[src/rtl/capchan_pkg.sv]
package capchan_pkg;

    typedef enum logic [1:0] {
        EDGE_OFF  = 2'b00,
        EDGE_RISE = 2'b01,
        EDGE_FALL = 2'b10,
        EDGE_BOTH = 2'b11
    } edge_mode_e;

    typedef enum logic [1:0] {
        REG_CTRL   = 2'd0,
        REG_VAL_HI = 2'd1,
        REG_VAL_LO = 2'd2,
        REG_NONE   = 2'd3
    } reg_addr_e;

    localparam int FLAG_BIT = 7;
    localparam int IE_BIT   = 6;

endpackage

[src/rtl/capchan_sync_edge.sv]
module capchan_sync_edge #(
    parameter int STAGES = 2
) (
    input  logic clk,
    input  logic rst_n,
    input  logic pin_i,
    output logic rise_o,
    output logic fall_o
);

    typedef struct packed {
        logic [STAGES-1:0] chain;
        logic              last;
    } sync_t;

    sync_t s_d, s_q;

    always_comb begin
        s_d = s_q;
        s_d.chain[0] = pin_i;
        for (int i = 1; i < STAGES; i++) begin
            s_d.chain[i] = s_q.chain[i-1];
        end
        s_d.last = s_q.chain[STAGES-1];
    end

    always_ff @(posedge clk or negedge rst_n) begin
        if (!rst_n) begin
            s_q <= '0;
        end else begin
            s_q <= s_d;
        end
    end

    assign rise_o =  s_q.chain[STAGES-1] & ~s_q.last;
    assign fall_o = ~s_q.chain[STAGES-1] &  s_q.last;


    rise_latency_chk: assert property (@(posedge clk) disable iff (!rst_n)
        rise_o |-> $past(pin_i, STAGES));


    fall_latency_chk: assert property (@(posedge clk) disable iff (!rst_n)
        fall_o |-> !$past(pin_i, STAGES));

endmodule

[src/rtl/capchan_status.sv]
module capchan_status
    import capchan_pkg::*;
(
    input  logic       clk,
    input  logic       rst_n,
    input  logic       hit_i,
    input  logic       ctrl_rd_i,
    input  logic       ctrl_wr_i,
    input  logic       wr_flag_i,
    input  logic       wr_ie_i,
    input  logic [1:0] wr_mode_i,
    output logic       flag_o,
    output logic       ie_o,
    output logic [1:0] mode_o,
    output logic       irq_o
);

    typedef struct packed {
        logic       flag;
        logic       armed;
        logic       ie;
        edge_mode_e mode;
    } status_t;

    status_t st_d, st_q;
    logic    clear;

    always_comb begin
        st_d  = st_q;
        clear = st_q.armed & ctrl_wr_i & ~wr_flag_i;
        st_d.flag = hit_i | (st_q.flag & ~clear);
        if (ctrl_rd_i && st_q.flag) begin
            st_d.armed = 1'b1;
        end
        if (ctrl_wr_i) begin
            st_d.armed = 1'b0;
            st_d.ie    = wr_ie_i;
            st_d.mode  = edge_mode_e'(wr_mode_i);
        end
    end

    always_ff @(posedge clk or negedge rst_n) begin
        if (!rst_n) begin
            st_q <= '{flag: 1'b0, armed: 1'b0, ie: 1'b0, mode: EDGE_OFF};
        end else begin
            st_q <= st_d;
        end
    end

    assign flag_o = st_q.flag;
    assign ie_o   = st_q.ie;
    assign mode_o = st_q.mode;
    assign irq_o  = st_q.flag & st_q.ie;


    set_wins_chk: assert property (@(posedge clk) disable iff (!rst_n)
        hit_i |=> st_q.flag);


    clear_handshake_chk: assert property (@(posedge clk) disable iff (!rst_n)
        $fell(st_q.flag) |-> $past(ctrl_wr_i && st_q.armed && !wr_flag_i));

endmodule

[src/rtl/capchan_capture.sv]
module capchan_capture #(
    parameter int CNT_W = 16
) (
    input  logic             clk,
    input  logic             rst_n,
    input  logic             hit_i,
    input  logic             freeze_i,
    input  logic [CNT_W-1:0] count_i,
    output logic [CNT_W-1:0] cap_o
);

    typedef struct packed {
        logic [CNT_W-1:0] cap;
        logic [CNT_W-1:0] hold;
    } capture_t;

    capture_t c_d, c_q;

    always_comb begin
        c_d = c_q;
        if (!freeze_i) begin
            c_d.hold = count_i;
        end
        if (hit_i) begin
            c_d.cap = freeze_i ? c_q.hold : count_i;
        end
    end

    always_ff @(posedge clk or negedge rst_n) begin
        if (!rst_n) begin
            c_q <= '0;
        end else begin
            c_q <= c_d;
        end
    end

    assign cap_o = c_q.cap;


    cap_only_on_hit_chk: assert property (@(posedge clk) disable iff (!rst_n)
        !hit_i |=> $stable(c_q.cap));


    frozen_source_chk: assert property (@(posedge clk) disable iff (!rst_n)
        (freeze_i && $past(freeze_i) && hit_i) |=> (c_q.cap == $past(c_q.hold, 2)));

endmodule

[src/rtl/capchan_readbuf.sv]
module capchan_readbuf #(
    parameter int DATA_W = 8
) (
    input  logic                clk,
    input  logic                rst_n,
    input  logic [2*DATA_W-1:0] cap_i,
    input  logic                rd_hi_i,
    input  logic                rd_lo_i,
    input  logic                drop_i,
    output logic [DATA_W-1:0]   hi_o,
    output logic [DATA_W-1:0]   lo_o
);

    typedef struct packed {
        logic              valid;
        logic              holds_hi;
        logic [DATA_W-1:0] held;
    } rbuf_t;

    rbuf_t rb_d, rb_q;
    logic [DATA_W-1:0] live_hi, live_lo;

    assign live_hi = cap_i[2*DATA_W-1:DATA_W];
    assign live_lo = cap_i[DATA_W-1:0];

    always_comb begin
        rb_d = rb_q;
        if (rd_hi_i) begin
            if (rb_q.valid && rb_q.holds_hi) begin
                rb_d.valid = 1'b0;
            end else begin
                rb_d.valid    = 1'b1;
                rb_d.holds_hi = 1'b0;
                rb_d.held     = live_lo;
            end
        end
        if (rd_lo_i) begin
            if (rb_q.valid && !rb_q.holds_hi) begin
                rb_d.valid = 1'b0;
            end else begin
                rb_d.valid    = 1'b1;
                rb_d.holds_hi = 1'b1;
                rb_d.held     = live_hi;
            end
        end
        if (drop_i) begin
            rb_d.valid = 1'b0;
        end
    end

    always_ff @(posedge clk or negedge rst_n) begin
        if (!rst_n) begin
            rb_q <= '0;
        end else begin
            rb_q <= rb_d;
        end
    end

    assign hi_o = (rb_q.valid &&  rb_q.holds_hi) ? rb_q.held : live_hi;
    assign lo_o = (rb_q.valid && !rb_q.holds_hi) ? rb_q.held : live_lo;


    held_byte_stable_chk: assert property (@(posedge clk) disable iff (!rst_n)
        (rb_q.valid && !rd_hi_i && !rd_lo_i && !drop_i) |=> (rb_q.valid && $stable(rb_q.held)));


    drop_pair_chk: assert property (@(posedge clk) disable iff (!rst_n)
        drop_i |=> !rb_q.valid);

endmodule

[src/rtl/capture_channel.sv]
module capture_channel
    import capchan_pkg::*;
#(
    parameter int CNT_W       = 16,
    parameter int SYNC_STAGES = 2
) (
    input  logic                 clk,
    input  logic                 rst_n,
    input  logic                 pin_i,
    input  logic [CNT_W-1:0]     count_i,
    input  logic                 freeze_i,
    input  logic [1:0]           bus_addr_i,
    input  logic                 bus_rd_i,
    input  logic                 bus_wr_i,
    input  logic [CNT_W/2-1:0]   bus_wdata_i,
    output logic [CNT_W/2-1:0]   bus_rdata_o,
    output logic                 irq_o
);

    localparam int DATA_W = CNT_W / 2;

    logic              rise, fall, hit;
    logic              flag, ie;
    logic [1:0]        mode;
    logic              sel_ctrl, sel_hi, sel_lo;
    logic              ctrl_wr;
    logic [CNT_W-1:0]  cap;
    logic [DATA_W-1:0] view_hi, view_lo;
    logic              wdata_unused;

    assign sel_ctrl     = (bus_addr_i == REG_CTRL);
    assign sel_hi       = (bus_addr_i == REG_VAL_HI);
    assign sel_lo       = (bus_addr_i == REG_VAL_LO);
    assign ctrl_wr      = bus_wr_i & sel_ctrl;
    assign wdata_unused = ^bus_wdata_i[IE_BIT-1:2];

    capchan_sync_edge #(
        .STAGES (SYNC_STAGES)
    ) u_sync (
        .clk    (clk),
        .rst_n  (rst_n),
        .pin_i  (pin_i),
        .rise_o (rise),
        .fall_o (fall)
    );

    assign hit = (mode[0] & rise) | (mode[1] & fall);

    capchan_status u_status (
        .clk       (clk),
        .rst_n     (rst_n),
        .hit_i     (hit),
        .ctrl_rd_i (bus_rd_i & sel_ctrl),
        .ctrl_wr_i (ctrl_wr),
        .wr_flag_i (bus_wdata_i[FLAG_BIT]),
        .wr_ie_i   (bus_wdata_i[IE_BIT]),
        .wr_mode_i (bus_wdata_i[1:0]),
        .flag_o    (flag),
        .ie_o      (ie),
        .mode_o    (mode),
        .irq_o     (irq_o)
    );

    capchan_capture #(
        .CNT_W (CNT_W)
    ) u_capture (
        .clk      (clk),
        .rst_n    (rst_n),
        .hit_i    (hit),
        .freeze_i (freeze_i),
        .count_i  (count_i),
        .cap_o    (cap)
    );

    capchan_readbuf #(
        .DATA_W (DATA_W)
    ) u_readbuf (
        .clk     (clk),
        .rst_n   (rst_n),
        .cap_i   (cap),
        .rd_hi_i (bus_rd_i & sel_hi),
        .rd_lo_i (bus_rd_i & sel_lo),
        .drop_i  (ctrl_wr),
        .hi_o    (view_hi),
        .lo_o    (view_lo)
    );

    always_comb begin
        bus_rdata_o = '0;
        case (bus_addr_i)
            REG_CTRL: begin
                bus_rdata_o[FLAG_BIT] = flag;
                bus_rdata_o[IE_BIT]   = ie;
                bus_rdata_o[1:0]      = mode;
            end
            REG_VAL_HI: bus_rdata_o = view_hi;
            REG_VAL_LO: bus_rdata_o = view_lo;
            default:    bus_rdata_o = '0;
        endcase
    end


    value_write_ignored_chk: assert property (@(posedge clk) disable iff (!rst_n)
        (bus_wr_i && !sel_ctrl && !hit) |=> $stable(cap));


    irq_follows_flag_chk: assert property (@(posedge clk) disable iff (!rst_n)
        $rose(irq_o) |-> (flag && ie));

endmodule

[config.mk]
export PLATFORM = sky130hd
export DESIGN_NAME = capture_channel
export DESIGN_NICKNAME = d
export VERILOG_FILES = /design/src/rtl/capchan_pkg.sv /design/src/rtl/capchan_sync_edge.sv /design/src/rtl/capchan_status.sv /design/src/rtl/capchan_capture.sv /design/src/rtl/capchan_readbuf.sv /design/src/rtl/capture_channel.sv
export SDC_FILE = /design/constraint.sdc
export NUM_CORES = 1
export LEC_CHECK = 0
export BUFFER_PORTS_ARGS = -buffer_cell sky130_fd_sc_hd__buf_2
export CORE_ASPECT_RATIO = 1.25
export CORE_MARGIN = 2
export CORE_UTILIZATION = 42
export DETAILED_ROUTE_END_ITERATION = 12
export GPL_ROUTABILITY_DRIVEN = 1
export PLACE_DENSITY = 0.68
export SLEW_MARGIN = 25
export SYNTH_ARGS = -nofsm -noshare
export SYNTH_HDL_FRONTEND = slang
export SYNTH_SLANG_ARGS = --single-unit
[constraint.sdc]
create_clock -name clk -period 3.9 [get_ports clk]
set_clock_uncertainty 0.15 [all_clocks]
set_input_delay 0.39 -clock clk [delete_from_list [all_inputs] [get_ports clk]]
set_output_delay 0.39 -clock clk [all_outputs]
set_load 0.02 [all_outputs]
* Yosys cells after proc, flatten, opt, wreduce, memory -nomap -nowiden *
Index checks and enable logic that the tools add are counted.

storage, ports and cells
  input bits = 32
  register bits after elaboration = 50
  logic and storage cells = 53
  output and inout port bits = 9

cells by class
  reductions and logical operators = 7
  multiplexer cells = 15
  equal/unequal tests = 2
  bitwise logic cells = 18

operators with widths
  cell                                                                   number
  10-bit two-way mux                                                     2
  9-bit two-way mux                                                      2
  16-bit two-way mux                                                     1
  8-bit two-way mux                                                      2
  1-bit bitwise AND                                                      12
  2-bit case mux with 3 select lines                                     2
  4-bit case mux with 2 select lines                                     1
  1-bit two-way mux                                                      4
  4-bit two-way mux                                                      1
  1-bit NOT                                                              4
  1-bit logical AND                                                      3
  3-bit nonzero test                                                     1
  2-bit by 1-bit equality test with 1-bit output, second input constant  1
  2-bit equality test, second input constant                             1
  2-bit logical NOT                                                      1
  1-bit bitwise OR                                                       2
  2-bit nonzero test                                                     1
  1-bit logical NOT                                                      1

* Logic depth before layout (Yosys ltp) *
  depth in word-level cells = 7
  mapped depth = 7
  gate-level depth less buffers = 6

* By module *
A second synthesis with hierarchy kept.

unflattened totals
  cells, all modules = 201
  area total of the unflattened synthesis = 2625.0 um^2

modules (own cells, without submodules)
  module             area each (um^2)  sequential area each (um^2)  cells each  times used
  capchan_capture    1400.1            800.8                        84          1
  capchan_readbuf    706.9             250.2                        67          1
  capture_channel    225.2             0.0                          29          1
  capchan_status     202.7             125.1                        16          1
  capchan_sync_edge  90.1              75.1                         5           1

* Worst setup path after synthesis *
OpenSTA, ideal clock, no wires.

  path type = input to output
  start point = input port bus_addr_i[0]
  end point = output port bus_rdata_o[0]
  path buffers = 1
  setup slack = 1.992 ns
  arrival time = 1.368 ns
  data required time = 3.360 ns
  stages = 5
  cells stage by stage = inv_1 ha_1 clkbuf_1 nand3_1 a31oi_1

between the ends
  cells in the longest elaborated chain, start to end = 2
  elaborated cells between the ends (all ways) = 4
  classes of those cells = eq/ne: 2; mux: 1; reduce/logical: 1

ends and longest elaborated chain
  item                                               RTL line               RTL
  from (decl)                                        capture_channel.sv:12  input logic [1:0] bus_addr_i,
  2-bit equality test, or another cell as far along  capture_channel.sv:90  case (bus_addr_i)
  2-bit case mux with 3 select lines (*)             capture_channel.sv:90
  to (decl)                                          capture_channel.sv:16  output logic [CNT_W/2-1:0] bus_rdata_o,

Mark *: on every way between the ends. The rest lies on a longest branch, timed or not.

* Final worst setup path *
  start point = register u_readbuf.rb_q[9] in the netlist's numbering
  end point = output port bus_rdata_o[5]

between the ends
  cells in the longest elaborated chain, start to end = 3
  elaborated cells between the ends (all ways) = 5
  classes of those cells = mux: 3; reduce/logical: 2

ends and longest elaborated chain
  item                                    RTL line                                      RTL
  from (decl)                             capchan_readbuf.sv:20                         rbuf_t rb_d, rb_q;
  from (signal assigned)                  capchan_readbuf.sv:55                         rb_q <= rb_d;
  1-bit logical AND (on tied branches)    capchan_readbuf.sv:60, capchan_readbuf.sv:59
  8-bit two-way mux (on tied branches)    capchan_readbuf.sv:60, capchan_readbuf.sv:59
  4-bit case mux with 2 select lines (*)  capture_channel.sv:90

Marked as above.

==> Flow_metrics.wiki <==
{| class="wikitable"
! Metric !! Value
|-
| Critical path required time || roughly 3.4 ns
|-
| I/O pin cnt || 41
|-
| Area after detailed placement || 2570 um^2
|-
| Highest cell delay on the worst timing path || about 0.56 ns
|-
| Area leader, netlist || dfrtp_1
|-
| Count of H-tree levels built during CTS || 2
|-
| Drt pass-1 iters || 4
|-
| Library cells used by synthesis || 30
|-
| Drt total wl || 4470 um
|-
| Synth Flop Type || dfrtp_1
|-
| DR WL/cell || 15.8 um
|-
| Share of power burned in registers || approximately 50%
|-
| Number of max-capacitance violations reported || 0
|-
| Post-Place Cells || about 280
|-
| Net count after synthesis || 221
|-
| Series of cell instances along the critical path || nor2b_2, mux2_1, a22oi_1, nor2b_1, buf_2
|-
| Post-synth EDFFs || 0
|-
| Portion of the clock cycle consumed by the worst path in the final layout || 67.9%
|-
| Horizontal die dimension || ~70 um
|-
| Net Sw Power || between 0.4 and 0.5 mW
|-
| CP max FO || 8
|-
| Highest ir drop seen on vdd || roughly 0.28 mV
|-
| Cell area after technology mapping || 2370 um^2
|-
| Worst-case reg-to-reg path depth || 3
|-
| Average instance area after synthesis || ~13 um^2
|-
| DRC violations left || 0
|-
| Count of vias placed by the detailed router || 1,528
|-
| Flip-flop and latch count after synthesis || 50
|-
| Setup repair after global routing missed its margin || false
|-
| Largest net degree at the start of global routing || 51
|-
| Clock Sinks || 50
|-
| IO buf count || 36
|-
| Worst setup slack for register-to-register paths || about 2.0 ns
|-
| Wire length of the first global-routing pass || between 7000 and 8000 um
|-
| Gate power share || roughly a quarter
|-
| Root cell of the clock tree || clkbuf_8
|-
| Core ar. || between 5000 and 6000 um^2
|-
| Kind of path behind the tightest hold check || in -> async
|-
| # setup viols final || 0
|-
| Clk Latency, worst-skew pair || 0.30 ns
|-
| Reg-to-Reg Start || u_status.mode_o[1]
|-
| Number of setup buffers added after CTS || 0
|-
| Number of DRC violations after detailed-routing iteration 0 || between 90 and 100
|-
| Share of the synthesized area in the top cell type || a little over half
|-
| Fill cell total of the finished layout || ~500
|-
| Number of antenna violations at the first check in global routing || 0
|-
| HPWL after DPL || 3080 um
|-
| Nature of the critical path startpoint || flop
|-
| Shortest period the worst path allows || between 2 and 3 ns
|-
| Top Family by Delay on Critical Path || flip-flops
|-
| Internal || between 1 and 1.5 mW
|-
| Post-synthesis instance total || between 150 and 200
|-
| Buffers & Inverters on Critical Path || 1
|-
| Yosys Warn Count || 0
|-
| Final ANT Viol Nets || 0
|-
| Total negative slack for setup checks || 0 ns
|-
| Peak clock frequency supported by timing || between 300 and 400 MHz
|-
| Overflow after GRT || 0
|-
| Ranking of synthesized cells by area || dfrtp_1 (53%), mux2_2 (17%), mux2_1 (4.7%), mux2i_1 (4.2%), ha_1 (2.6%)
|-
| Actual slew at the worst max-slew pin || approximately 0.93 ns
|-
| Relative contribution of the clock network to total power || 24.1%
|-
| Proportion of synthesized flip-flops having asynchronous set or reset || 100%
|-
| Pins Over Slew Limit || 0
|-
| Vias per cell || roughly 5.4
|-
| Setup CP Type || reg -> out
|-
| GRT Total Usage || between 15 and 20%
|-
| Switching fraction of total power || approximately 30%
|-
| Critical path endpoint category || output pin
|-
| Fraction of layout cells with a size suffix above 1 || around two fifths
|-
| Cts hold-fix bufs || 0
|-
| Growth of design area from synthesis to finish || 13.1%
|-
| Worst path arrival time || roughly 2.1 ns
|-
| Number of buffers created by CTS || 5
|-
| Cell Rows || 30
|-
| Design area || about 2700 um^2
|-
| Critical R2R Capture || u_capture.cap_o[13]
|-
| Final GP Congestion || just under 0.8
|-
| Antenna fix cells || 0
|-
| Static leakage || 1.17 nW
|-
| Vertical die dimension || around 88 um
|-
| Dominant cell by count in the synthesized netlist || dfrtp_1
|-
| Endpoints failing hold || 0
|-
| Clock slew seen by the registers of the worst setup and hold paths || approximately 0.090 ns
|-
| Clock tree from TritonCTS || yes
|-
| Final total power || around 1.5 mW
|-
| List of most frequent post-synthesis cells || dfrtp_1 (50), mux2_2 (35), a21oi_1 (10), mux2_1 (10), mux2i_1 (10)
|-
| Die ar. || 6270 um^2
|-
| CTS-repair resized insts || 0
|-
| Vias in the first global route || between 1,500 and 2,000
|-
| Sequential cell area fraction in the yosys report || a little over half
|-
| Crit path max-delay cell type || dfrtp_1
|-
| Run status || finished, final reports clean
|-
| Relative slew margins || approximately two fifths
|-
| Final Instance Count excl. Fillers || 284
|-
| Maximum count of clock buffers along a single path || 2
|-
| Cell Pwr Density || roughly 550 nW/um^2
|-
| Initial Util || a little over two fifths
|-
| Final-stage net count || ~260
|}
==> cell families after synthesis <==
family | count (synthesis) | synth area share [%]
compound gates | 30 | 8.34
fa+ha+maj | 5 | 2.64
buf+inv | 13 | 3.43
flops | 50 | 52.8
mux | 55 | 25.6
simple gates | 31 | 7.23
==> state kept, by name (all words and copies together), names as in the netlist, named ones only <==
signal	cells
u_capture.cap_o	16
u_status.mode_o	2
u_sync.s_q	1
u_sync.s_d	2
u_readbuf.rb_q	9
u_capture.c_q	16
u_status.flag_o	1
u_status.st_q	1
u_status.ie_o	1
==> per-layer routing <==
metal / up-vias / wire (um) / global-route usage (%)
met5: - / 0 / 0
met4: 0 / 116 / 6.86
met3: 11 / 170 / 3.22
met2: 36 / 2230 / 26.6
met1: 745 / 1960 / 19.6
li1: 736 / - / -
==> stage by stage <==
stage / hold WS [ns] / worst slack, ns / utilization [%]
4_1_cts: 0.0292 / 1.24 / 49.3
3_3_place_gp: 0.182 / 1.61 / 47.3
3_5_place_dp: 0.186 / 1.60 / 47.3
5_1_grt: 0.0194 / 1.11 / 49.3
2_1_floorplan: -0.0556 / 1.99 / -
6_report: 0.0340 / 1.25 / 49.3
==> worst max-delay path by stage <==
stage | from | end | slack (ns) | cells after the start
after floorplan | bus_addr_i[0] | bus_rdata_o[0] | 1.99 | 5
after global placement | u_readbuf.rb_q[9] | bus_rdata_o[2] | 1.61 | 5
after detailed placement | u_readbuf.rb_q[9] | bus_rdata_o[5] | 1.60 | 5
after CTS | u_readbuf.rb_q[9] | bus_rdata_o[2] | 1.24 | 5
after global routing | u_readbuf.rb_q[9] | bus_rdata_o[5] | 1.11 | 5
final | u_readbuf.rb_q[9] | bus_rdata_o[5] | 1.25 | 5
==> worst reg2reg max path, stage by stage (launching register included) <==
cell	delay, ns
dfrtp_1	0.39
nand2_1	0.08
o21ai_2	0.72
mux2_2	0.42
==> final cells by class <==
| cell class | instances | area (um^2) | area share (%) |
|---|---|---|---|
| clock buffers | 5 | 68.8 | 2.57 |
| clock inverters | 3 | 40.0 | 1.49 |
| inverters | 4 | 15.0 | 0.560 |
| multi-input cells | 121 | 1040 | 38.7 |
| flip-flops and latches | 50 | 1250 | 46.7 |
| well taps | 64 | 80.1 | 2.99 |
| repair buffers | 37 | 188 | 7.00 |
==> cell usage in the layout (no fill, tap or decap), drive strengths merged, types with 2 or more instances in the layout <==
master and instances:
buf 37, nand2 5, and2 2, nand3 9, inv 4, mux2 45
clkbuf 5, mux2i 10, nor2 8, ha 5, o22ai 2, o21ai 3
a31oi 5, a22oi 7, a21oi 11, dfrtp 50, clkinv 2, nor2b 4
==> power groups by stage <==
stage          clock (mW)  sequential (mW)  combinational (mW)
2_1_floorplan           0            0.731               0.303
3_3_place_gp            0            0.760               0.362
3_5_place_dp            0            0.768               0.373
4_1_cts             0.368            0.758               0.375
5_1_grt             0.391            0.779               0.411
6_report            0.358            0.757               0.368
Power figures use the tool's default switching activity.
